File: src/rtl/ctl_subpkt_pkg.sv
package ctl_subpkt_pkg;
  // number of words a sub-packet spans: 2 header bytes + length, padded to 4
  function automatic logic [6:0] sp_words(input logic [7:0] len);
    logic [9:0] t;
    t = ({2'b00, len} + 10'd5) >> 2;
    return t[6:0];
  endfunction

  // read-modify-write merge under a mask
  function automatic logic [31:0] mask_merge(input logic [31:0] old_v,
                                             input logic [31:0] new_v,
                                             input logic [31:0] mask);
    return (old_v & ~mask) | (new_v & mask);
  endfunction
endpackage

File: src/rtl/ctl_regfile.sv
module ctl_regfile #(
  parameter int NREG = 8,
  parameter int RW   = 10
) (
  input  logic          clk,
  input  logic          rst_n,
  input  logic          we,
  input  logic [RW-1:0] waddr,
  input  logic [31:0]   wval,
  input  logic [31:0]   wmask,
  input  logic [RW-1:0] raddr,
  output logic [31:0]   rdata
);
  import ctl_subpkt_pkg::*;
  localparam int AW = (NREG > 1) ? $clog2(NREG) : 1;
  localparam logic [RW-1:0] LIMIT = RW'(NREG);

  logic [NREG-1:0][31:0] regs;
  logic w_hit;
  assign w_hit = we && (waddr < LIMIT);

  always_ff @(posedge clk or negedge rst_n) begin
    if (!rst_n) regs <= '0;
    else if (w_hit) regs[waddr[AW-1:0]] <= mask_merge(regs[waddr[AW-1:0]], wval, wmask);
  end

  assign rdata = (raddr < LIMIT) ? regs[raddr[AW-1:0]] : 32'd0;

  for (genvar i = 0; i < NREG; i++) begin : g_chk

    masked_update_chk: assert property (@(posedge clk) disable iff (!rst_n)
      (we && waddr == RW'(i)) |=>
        regs[i] == (($past(regs[i]) & ~$past(wmask)) | ($past(wval) & $past(wmask))));
  end


  out_of_range_chk: assert property (@(posedge clk) disable iff (!rst_n)
    (we && waddr >= LIMIT) |=> $stable(regs));
endmodule

File: src/rtl/ctl_delay.sv
module ctl_delay #(
  parameter int TW = 16
) (
  input  logic          clk,
  input  logic          rst_n,
  input  logic          load,
  input  logic [TW-1:0] ticks,
  output logic          busy
);
  logic [TW-1:0] cnt;

  always_ff @(posedge clk or negedge rst_n) begin
    if (!rst_n)          cnt <= '0;
    else if (load)       cnt <= ticks;
    else if (cnt != '0)  cnt <= cnt - 1'b1;
  end

  assign busy = (cnt != '0);


  countdown_chk: assert property (@(posedge clk) disable iff (!rst_n)
    (busy && !load) |=> (cnt == $past(cnt) - 1'b1));
endmodule

File: src/rtl/ctl_subpkt_proc.sv
module ctl_subpkt_proc #(
  parameter int          NREG        = 8,
  parameter logic [7:0]  OP_PING     = 8'h00,
  parameter logic [7:0]  OP_PING_RPL = 8'h80,
  parameter logic [7:0]  OP_WRITE    = 8'h02,
  parameter logic [7:0]  OP_MWRITE   = 8'h03,
  parameter logic [7:0]  OP_READ     = 8'h04,
  parameter logic [7:0]  OP_READ_RPL = 8'h84,
  parameter logic [7:0]  OP_DELAY    = 8'h0C,
  parameter logic [7:0]  OP_EXT_LO   = 8'h06,
  parameter logic [7:0]  OP_EXT_HI   = 8'h09
) (
  input  logic        clk,
  input  logic        rst_n,
  input  logic        in_valid,
  input  logic [31:0] in_word,
  input  logic        in_last,
  output logic        in_ready,
  output logic        rep_valid,
  output logic [31:0] rep_word,
  output logic        rep_flush,
  output logic        ext_valid,
  output logic        ext_first,
  output logic [31:0] ext_word
);
  import ctl_subpkt_pkg::*;
  localparam int RW = 10;
  localparam int CW = 7;

  function automatic logic is_ext(input logic [7:0] op);
    return (op >= OP_EXT_LO) && (op <= OP_EXT_HI);
  endfunction

  // parser state
  logic          in_hdr;
  logic [CW-1:0] rem, idx;
  logic [7:0]    cur_op;
  logic [RW-1:0] cur_reg;
  logic [31:0]   val_hold;

  // reply state
  logic          pend, flush_pend;
  logic [31:0]   pend_word;

  logic          accept, dly_busy;
  logic [7:0]    hdr_op;
  logic [CW-1:0] hdr_words;
  logic          ping_fire, rd_fire, dly_fire, wr_fire, mw_val, mw_fire;
  logic [31:0]   rd_data;

  assign accept    = in_valid && in_ready;
  assign hdr_op    = in_word[31:24];
  assign hdr_words = sp_words(in_word[23:16]);
  assign in_ready  = !dly_busy && !pend && !flush_pend;

  // named events
  assign ping_fire = accept && in_hdr && hdr_op == OP_PING;
  assign rd_fire   = accept && in_hdr && hdr_op == OP_READ;
  assign dly_fire  = accept && in_hdr && hdr_op == OP_DELAY;
  assign wr_fire   = accept && !in_hdr && cur_op == OP_WRITE  && idx == CW'(1);
  assign mw_val    = accept && !in_hdr && cur_op == OP_MWRITE && idx == CW'(1);
  assign mw_fire   = accept && !in_hdr && cur_op == OP_MWRITE && idx == CW'(2);

  assign ext_valid = accept && (in_hdr ? is_ext(hdr_op) : is_ext(cur_op));
  assign ext_first = in_hdr;
  assign ext_word  = in_word;

  ctl_regfile #(.NREG(NREG), .RW(RW)) u_regs (
    .clk   (clk),
    .rst_n (rst_n),
    .we    (wr_fire || mw_fire),
    .waddr (cur_reg),
    .wval  (wr_fire ? in_word : val_hold),
    .wmask (wr_fire ? 32'hFFFF_FFFF : in_word),
    .raddr (in_word[RW-1:0]),
    .rdata (rd_data)
  );

  ctl_delay #(.TW(16)) u_delay (
    .clk   (clk),
    .rst_n (rst_n),
    .load  (dly_fire),
    .ticks (in_word[15:0]),
    .busy  (dly_busy)
  );

  // sub-packet walker
  always_ff @(posedge clk or negedge rst_n) begin
    if (!rst_n) begin
      in_hdr   <= 1'b1;
      rem      <= '0;
      idx      <= '0;
      cur_op   <= '0;
      cur_reg  <= '0;
      val_hold <= '0;
    end else if (accept) begin
      if (in_hdr) begin
        cur_op  <= hdr_op;
        cur_reg <= in_word[RW-1:0];
        idx     <= CW'(1);
        rem     <= hdr_words - CW'(1);
        in_hdr  <= in_last || (hdr_words == CW'(1));
      end else begin
        idx    <= idx + CW'(1);
        rem    <= rem - CW'(1);
        in_hdr <= in_last || (rem == CW'(1));
        if (mw_val) val_hold <= in_word;
      end
    end
  end

  // reply formatting and flush
  always_ff @(posedge clk or negedge rst_n) begin
    if (!rst_n) begin
      rep_valid  <= 1'b0;
      rep_word   <= '0;
      rep_flush  <= 1'b0;
      pend       <= 1'b0;
      pend_word  <= '0;
      flush_pend <= 1'b0;
    end else begin
      rep_valid <= 1'b0;
      rep_flush <= 1'b0;
      if (pend) begin
        rep_valid <= 1'b1;
        rep_word  <= pend_word;
        pend      <= 1'b0;
      end else if (ping_fire) begin
        rep_valid <= 1'b1;
        rep_word  <= {OP_PING_RPL, 8'd2, in_word[15:0]};
      end else if (rd_fire) begin
        rep_valid <= 1'b1;
        rep_word  <= {OP_READ_RPL, 8'd6, in_word[15:0]};
        pend      <= 1'b1;
        pend_word <= rd_data;
      end
      if (accept && in_last) flush_pend <= 1'b1;
      else if (flush_pend && !pend) begin
        rep_flush  <= 1'b1;
        flush_pend <= 1'b0;
      end
    end
  end


  ping_reply_chk: assert property (@(posedge clk) disable iff (!rst_n)
    ping_fire |=> (rep_valid && rep_word[31:16] == {OP_PING_RPL, 8'd2}));

  read_reply_chk: assert property (@(posedge clk) disable iff (!rst_n)
    rd_fire |=> (rep_valid && rep_word[31:24] == OP_READ_RPL) ##1 rep_valid);

  delay_stall_chk: assert property (@(posedge clk) disable iff (!rst_n)
    (dly_fire && in_word[15:0] != 16'd0) |=> !in_ready);

  flush_alone_chk: assert property (@(posedge clk) disable iff (!rst_n)
    rep_flush |-> (!rep_valid && !pend));

  flush_pulse_chk: assert property (@(posedge clk) disable iff (!rst_n)
    rep_flush |=> !rep_flush);

  ext_quiet_chk: assert property (@(posedge clk) disable iff (!rst_n)
    ext_valid |=> !rep_valid);
endmodule

File: config.mk
export PLATFORM = sky130hd
export DESIGN_NAME = ctl_subpkt_proc
export DESIGN_NICKNAME = d
export VERILOG_FILES = /design/src/rtl/ctl_subpkt_pkg.sv /design/src/rtl/ctl_regfile.sv /design/src/rtl/ctl_delay.sv /design/src/rtl/ctl_subpkt_proc.sv
export SDC_FILE = /design/constraint.sdc
export NUM_CORES = 1
export LEC_CHECK = 0
export BUFFER_PORTS_ARGS = -buffer_cell sky130_fd_sc_hd__buf_2
export CORE_ASPECT_RATIO = 2
export CORE_MARGIN = 2
export CORE_UTILIZATION = 62
export CTS_CLUSTER_DIAMETER = 50
export DETAILED_ROUTE_END_ITERATION = 8
export GPL_ROUTABILITY_DRIVEN = 0
export PLACE_DENSITY = 0.85
export SLEW_MARGIN = 20
export SYNTH_ARGS = -nofsm -noshare
export SYNTH_HDL_FRONTEND = slang
export SYNTH_SLANG_ARGS = --single-unit
export TNS_END_PERCENT = 1
File: constraint.sdc
create_clock -name clk -period 3.1 [get_ports clk]
set_input_delay 0.62 -clock clk [delete_from_list [all_inputs] [get_ports clk]]
set_output_delay 0.62 -clock clk [all_outputs]
set_load 0.05 [all_outputs]
; ---- Word level (Yosys, flattened, before mapping)
; Cells that the tools add are included.
; W data, S select, Z words.
[word_totals]
ff_bits = 405
out_inout_bits = 69
[op_classes]
add_sub_neg = 5
order_cmp = 9
n_eq_ne = 8
mux = 28
bitwise = 7
reduce_logical = 35
[op_table]
columns = cell, n
row1 = $mux W32, 9
row2 = $bwmux W256, 1
row3 = $bmux W32 S3, 2
row4 = $demux W32 S3, 1
row5 = $and A32 B32 Y32, 2
row6 = $mux W16, 2
row7 = $not A32 Y32, 1
row8 = $or A32 B32 Y32, 1
row9 = $eq A7 B1 Y1 const B, 3
row10 = $logic_and A1 B1 Y1, 20
row11 = $lt A10 B4 Y1 const B, 2
row12 = $eq A8 B2 Y1 const B, 2
row13 = $ge A8 B3 Y1 const B, 2
row14 = $le A8 B4 Y1 const B, 2
row15 = $reduce_bool A16 Y1, 1
row16 = $sub A16 B1 Y16 const B, 1
row17 = $mux W7, 2
row18 = $sub A7 B1 Y7 const B, 2
row19 = $mux W1, 11
row20 = $add A8 B3 Y9 const B, 1
row21 = $eq A8 B3 Y1 const B, 1
row22 = $eq A8 B4 Y1 const B, 1
row23 = $logic_not A8 Y1, 1
row24 = $lt A3 B4 Y1 const B, 2
row25 = 10 further kinds, 19

; ---- Longest topological paths before layout
[logic_depth]
depth_word = 13
ltp_mapped = 10
ltp_nobuf = 8

; ---- Modules after synthesis
; A second synthesis with hierarchy kept.
[unflattened]
hier_cells = 1937
area_unflattened_um2 = 21080.2
[by_module_without_submodules]
columns = mod, instances, cells_per_inst, area_per_inst_um2, seq_area_each_um2
row1 = ctl_regfile, 1, 1271, 13421.6, 6406.1
row2 = ctl_subpkt_proc, 1, 561, 6651.4, 3329.4
row3 = ctl_delay, 1, 105, 1007.2, 400.4

; ---- Worst setup path after synthesis
; Ideal clock, no wire load.
[synth_path]
path_type = reg2out
start = reg u_delay.cnt[3]
end = out in_ready
t_arrival_ns = 2.286
slack_ns = 0.194
path_stages_with_launch = 5
n_path_buf = 0
path_cell_list = dfrtp_1 > nor4_2 > and2_0 > nand2_1 > nor3_1
[synth_between]
elab_chain_len = 4
[synth_lines]
columns = element, line
row1 = from (decl), ctl_delay.sv:10  ; logic [TW-1:0] cnt;
row2 = from (signal assigned), ctl_delay.sv:14  ; else if (load) cnt <= ticks;
row3 = from (signal assigned), ctl_delay.sv:15  ; else if (cnt != '0) cnt <= cnt - 1'b1;
row4 = $reduce_bool A16 Y1, ctl_delay.sv:18  ; assign busy = (cnt != '0);
row5 = $logic_not A1 Y1, ctl_subpkt_proc.sv:54  ; assign in_ready = !dly_busy && !pend && !flush_pend;
row6 = $logic_and A1 B1 Y1 (2 in a row), ctl_subpkt_proc.sv:54
row7 = to (decl), ctl_subpkt_proc.sv:18  ; output logic in_ready,
; Every way passes these cells.

; ---- Worst setup path after layout
[layout_path]
start = reg u_delay.cnt[6]
end = out ext_valid
[layout_between]
elab_chain_len = 6
[layout_lines]
columns = element, line
row1 = $reduce_bool A16 Y1, ctl_delay.sv:18
row2 = $logic_not A1 Y1, ctl_subpkt_proc.sv:54
row3 = $logic_and A1 B1 Y1 (2 in a row), ctl_subpkt_proc.sv:54
row4 = $logic_and A1 B1 Y1, ctl_subpkt_proc.sv:51  ; assign accept = in_valid && in_ready;
row5 = $logic_and A1 B1 Y1, ctl_subpkt_proc.sv:64  ; assign ext_valid = accept && (in_hdr ? is_ext(hdr_op) : is_ext(cur_op));
row6 = to (decl), ctl_subpkt_proc.sv:22  ; output logic ext_valid,
; Every way passes these cells.

==> results.toml <==
[timing]
min_period_ns = 2.98
worst_slew_pin_slew_ns = 0.856
maxSlewHeadroom_pct = 42.8
fin_crit_sh_pct = 96.0
setup_tns_ns = 0
layout_setup_ws_ns = 0.124
slew_violations = 0
rsz0062_at_grt = "no"
max_freq_mhz = 336
final-setup-viol-count = 0
hold_viol_final = 0
skew_ns = 0.0142

[routing]
detailroute.via_count = 17268
post-route-drc-count = 0
routedWlPerCell_um = 25.2
drt-total-wl_um = 62600
drtIter0Drc = 1730
vias_per_cell = 6.95
dr_wl_met2_um = 30600
drt-met1-wl_um = 19500
detail-route-antenna-nets = 0
first_pass_iters = 6
met3_length_um = 6170
top_layer = "met4"

[worst_setup_path]
arrival_ns = 2.36
crit_start = "u_delay.cnt[6]"
worstReg2RegStart = "u_delay.cnt[0]"
start_kind = "flip-flop"
cp.required_ns = 2.48
end_kind = "primary output"
cp_max_fo = 6
critPathKind = "reg -> out"

[logic_synthesis]
synthesis.area_um2 = 20300
yosysTopAreaCell = "dfrtp_1"
synth-seq-cells = 405
synth_ff_type = "dfrtp_1"
synth_edf_count = 0
yosys_warnings = 0
synth_cell_types = 66
ys_seq_area_share_pct = 49.9
synth_area_leaders = "dfrtp_1, mux4_2, o21ai_0"
synth.net_count = 2023
avgSynthCellArea_um2 = 10.3
async_reset_ff_share_pct = 100
synth_cells = 1978
yosys.area.top_type_share_pct = 49.7

[power_and_ir_drop]
p_per_area_nw_per_um2 = 468
power.leakage_nw = 10.4
irDropWorstVdd_mv = 0.393

[clock_tree]
cts-root-buf = "clkbuf_16"
cts.sinks = 405
cts_tree = "built"
cts_made_buffers = 35
cts_max_level = 2
ctsLongestPathBuffers = 3
clock_latency_ns = 0.55
cts_hold_buf = 0
path_clk_slew_ns = 0.07

[final_layout]
most-common-layout-cells = "dfrtp_1, nand2_1, o21ai_0"
fillerInstances = 2146
syn2layout_area_growth_pct = 11.8
layout.nets = 2079
finish.utilization_pct = 70.5
final_common_cell = "dfrtp_1"
final_area_um2 = 22700
largest-register = "u_regs.regs"
diodes = 0
largest_register_ffs = 256
layout-drive-gt1-share_pct = 22.0

[floorplanning]
core-area_um2 = 32200
fp-row-count = 93
fp.dieArea_um2 = 34300
dieHeight_um = 260
pin_count = 105
die_x_um = 132
initial_core_util_pct = 63.1

[grt]
overflow = 0
grt_antenna_before_repair = 0
grt_usage_pct = 37.1
grt_max_degree = 92
grt_pass1_vias = 18254
grt_pass1_wl_um = 98100

[placement]
hpwl_um = 40200
placed_cell_area_um2 = 21400
port_buffers = 104
dp_slack_ns = 0.310

[status]
status = "finished clean"

[job]
drv_cap = 0

[worst_hold_path]
min_path_type = "in -> async"
[cells in the mapped netlist, drive strengths merged (12+ instances only)]
cell type  number
a22oi          12
clkbuf        111
nand3          48
nor3           22
nor2           69
o21ai         312
nand3b         20
dfrtp         404
mux4           74
mux2          102
inv            12
a221oi         25
a31oi          13
mux2i          64
buf            60
nand2         396
a21oi          64
o211ai         25
[metrics by stage]
stage / hold WS [ns] / std cells / total power, mW
after CTS: 0.117 / 2486 / 10.6
after global routing: 0.123 / 2486 / 10.9
final: 0.0889 / 2486 / 10.6
after global placement: 0.452 / 2424 / 5.89
after floorplan: 0.324 / 1978 / 5.66
after detailed placement: 0.456 / 2424 / 5.90
[path summary, 6_finish.rpt]
kind,cells after the start,to,slack [ns]
max,6,ext_valid,0.12
min,1,u_regs.regs[24],0.09
max reg2reg,10,u_regs.regs[86],0.17
min reg2reg,2,pend_word[23],0.47
max in group asynchronous,2,u_regs.regs[12],2.05
min in group clk,2,flush_pend,0.37
[power breakdown]
group          internal (mW)  leakage, nW  switching, mW  total [mW]
logic                  0.133         4.34          0.392       0.525
clock network           2.82        0.630           2.02        4.84
registers               5.28         5.38              0        5.28
[final cells by class]
type / count / area [um2] / area share (%)
clock buffers: 48 / 1060 / 4.65
clock inverters: 14 / 206 / 0.909
inverters: 15 / 56.3 / 0.248
multi-input cells: 1387 / 9390 / 41.3
flip-flops and latches: 405 / 10100 / 44.6
well taps: 427 / 534 / 2.35
repair buffers: 190 / 1330 / 5.85
[kinds of logic after synthesis]
group / synth area share (%)
compound gates: 14.3
flops: 49.9
xor+xnor: 0.733
fa+ha+maj: 0.554
simple gates: 13.5
buf+inv: 4.10
mux: 17.0
[worst max-delay path, stage by stage, from the launching register on]
cell     delay, ns
dfrtp_1       0.45
nor4_2        0.32
buf_4         0.20
and3_1        0.25
nand3_2       0.19
nor2_1        0.15
buf_2         0.27
[layer usage]
metal | vias up | GRT usage, %
met5 | - | 0
met4 | 0 | 33.8
met3 | 463 | 8.28
met2 | 1283 | 61.7
met1 | 8316 | 39.0
li1 | 7206 | -
[what timing repair did]
action                                  4_1_cts  5_1_grt
resized for setup                             0        4
setup buffers                                 0        0
endpoints found under the setup margin        0        3
Power figures use the tool's default switching activity.
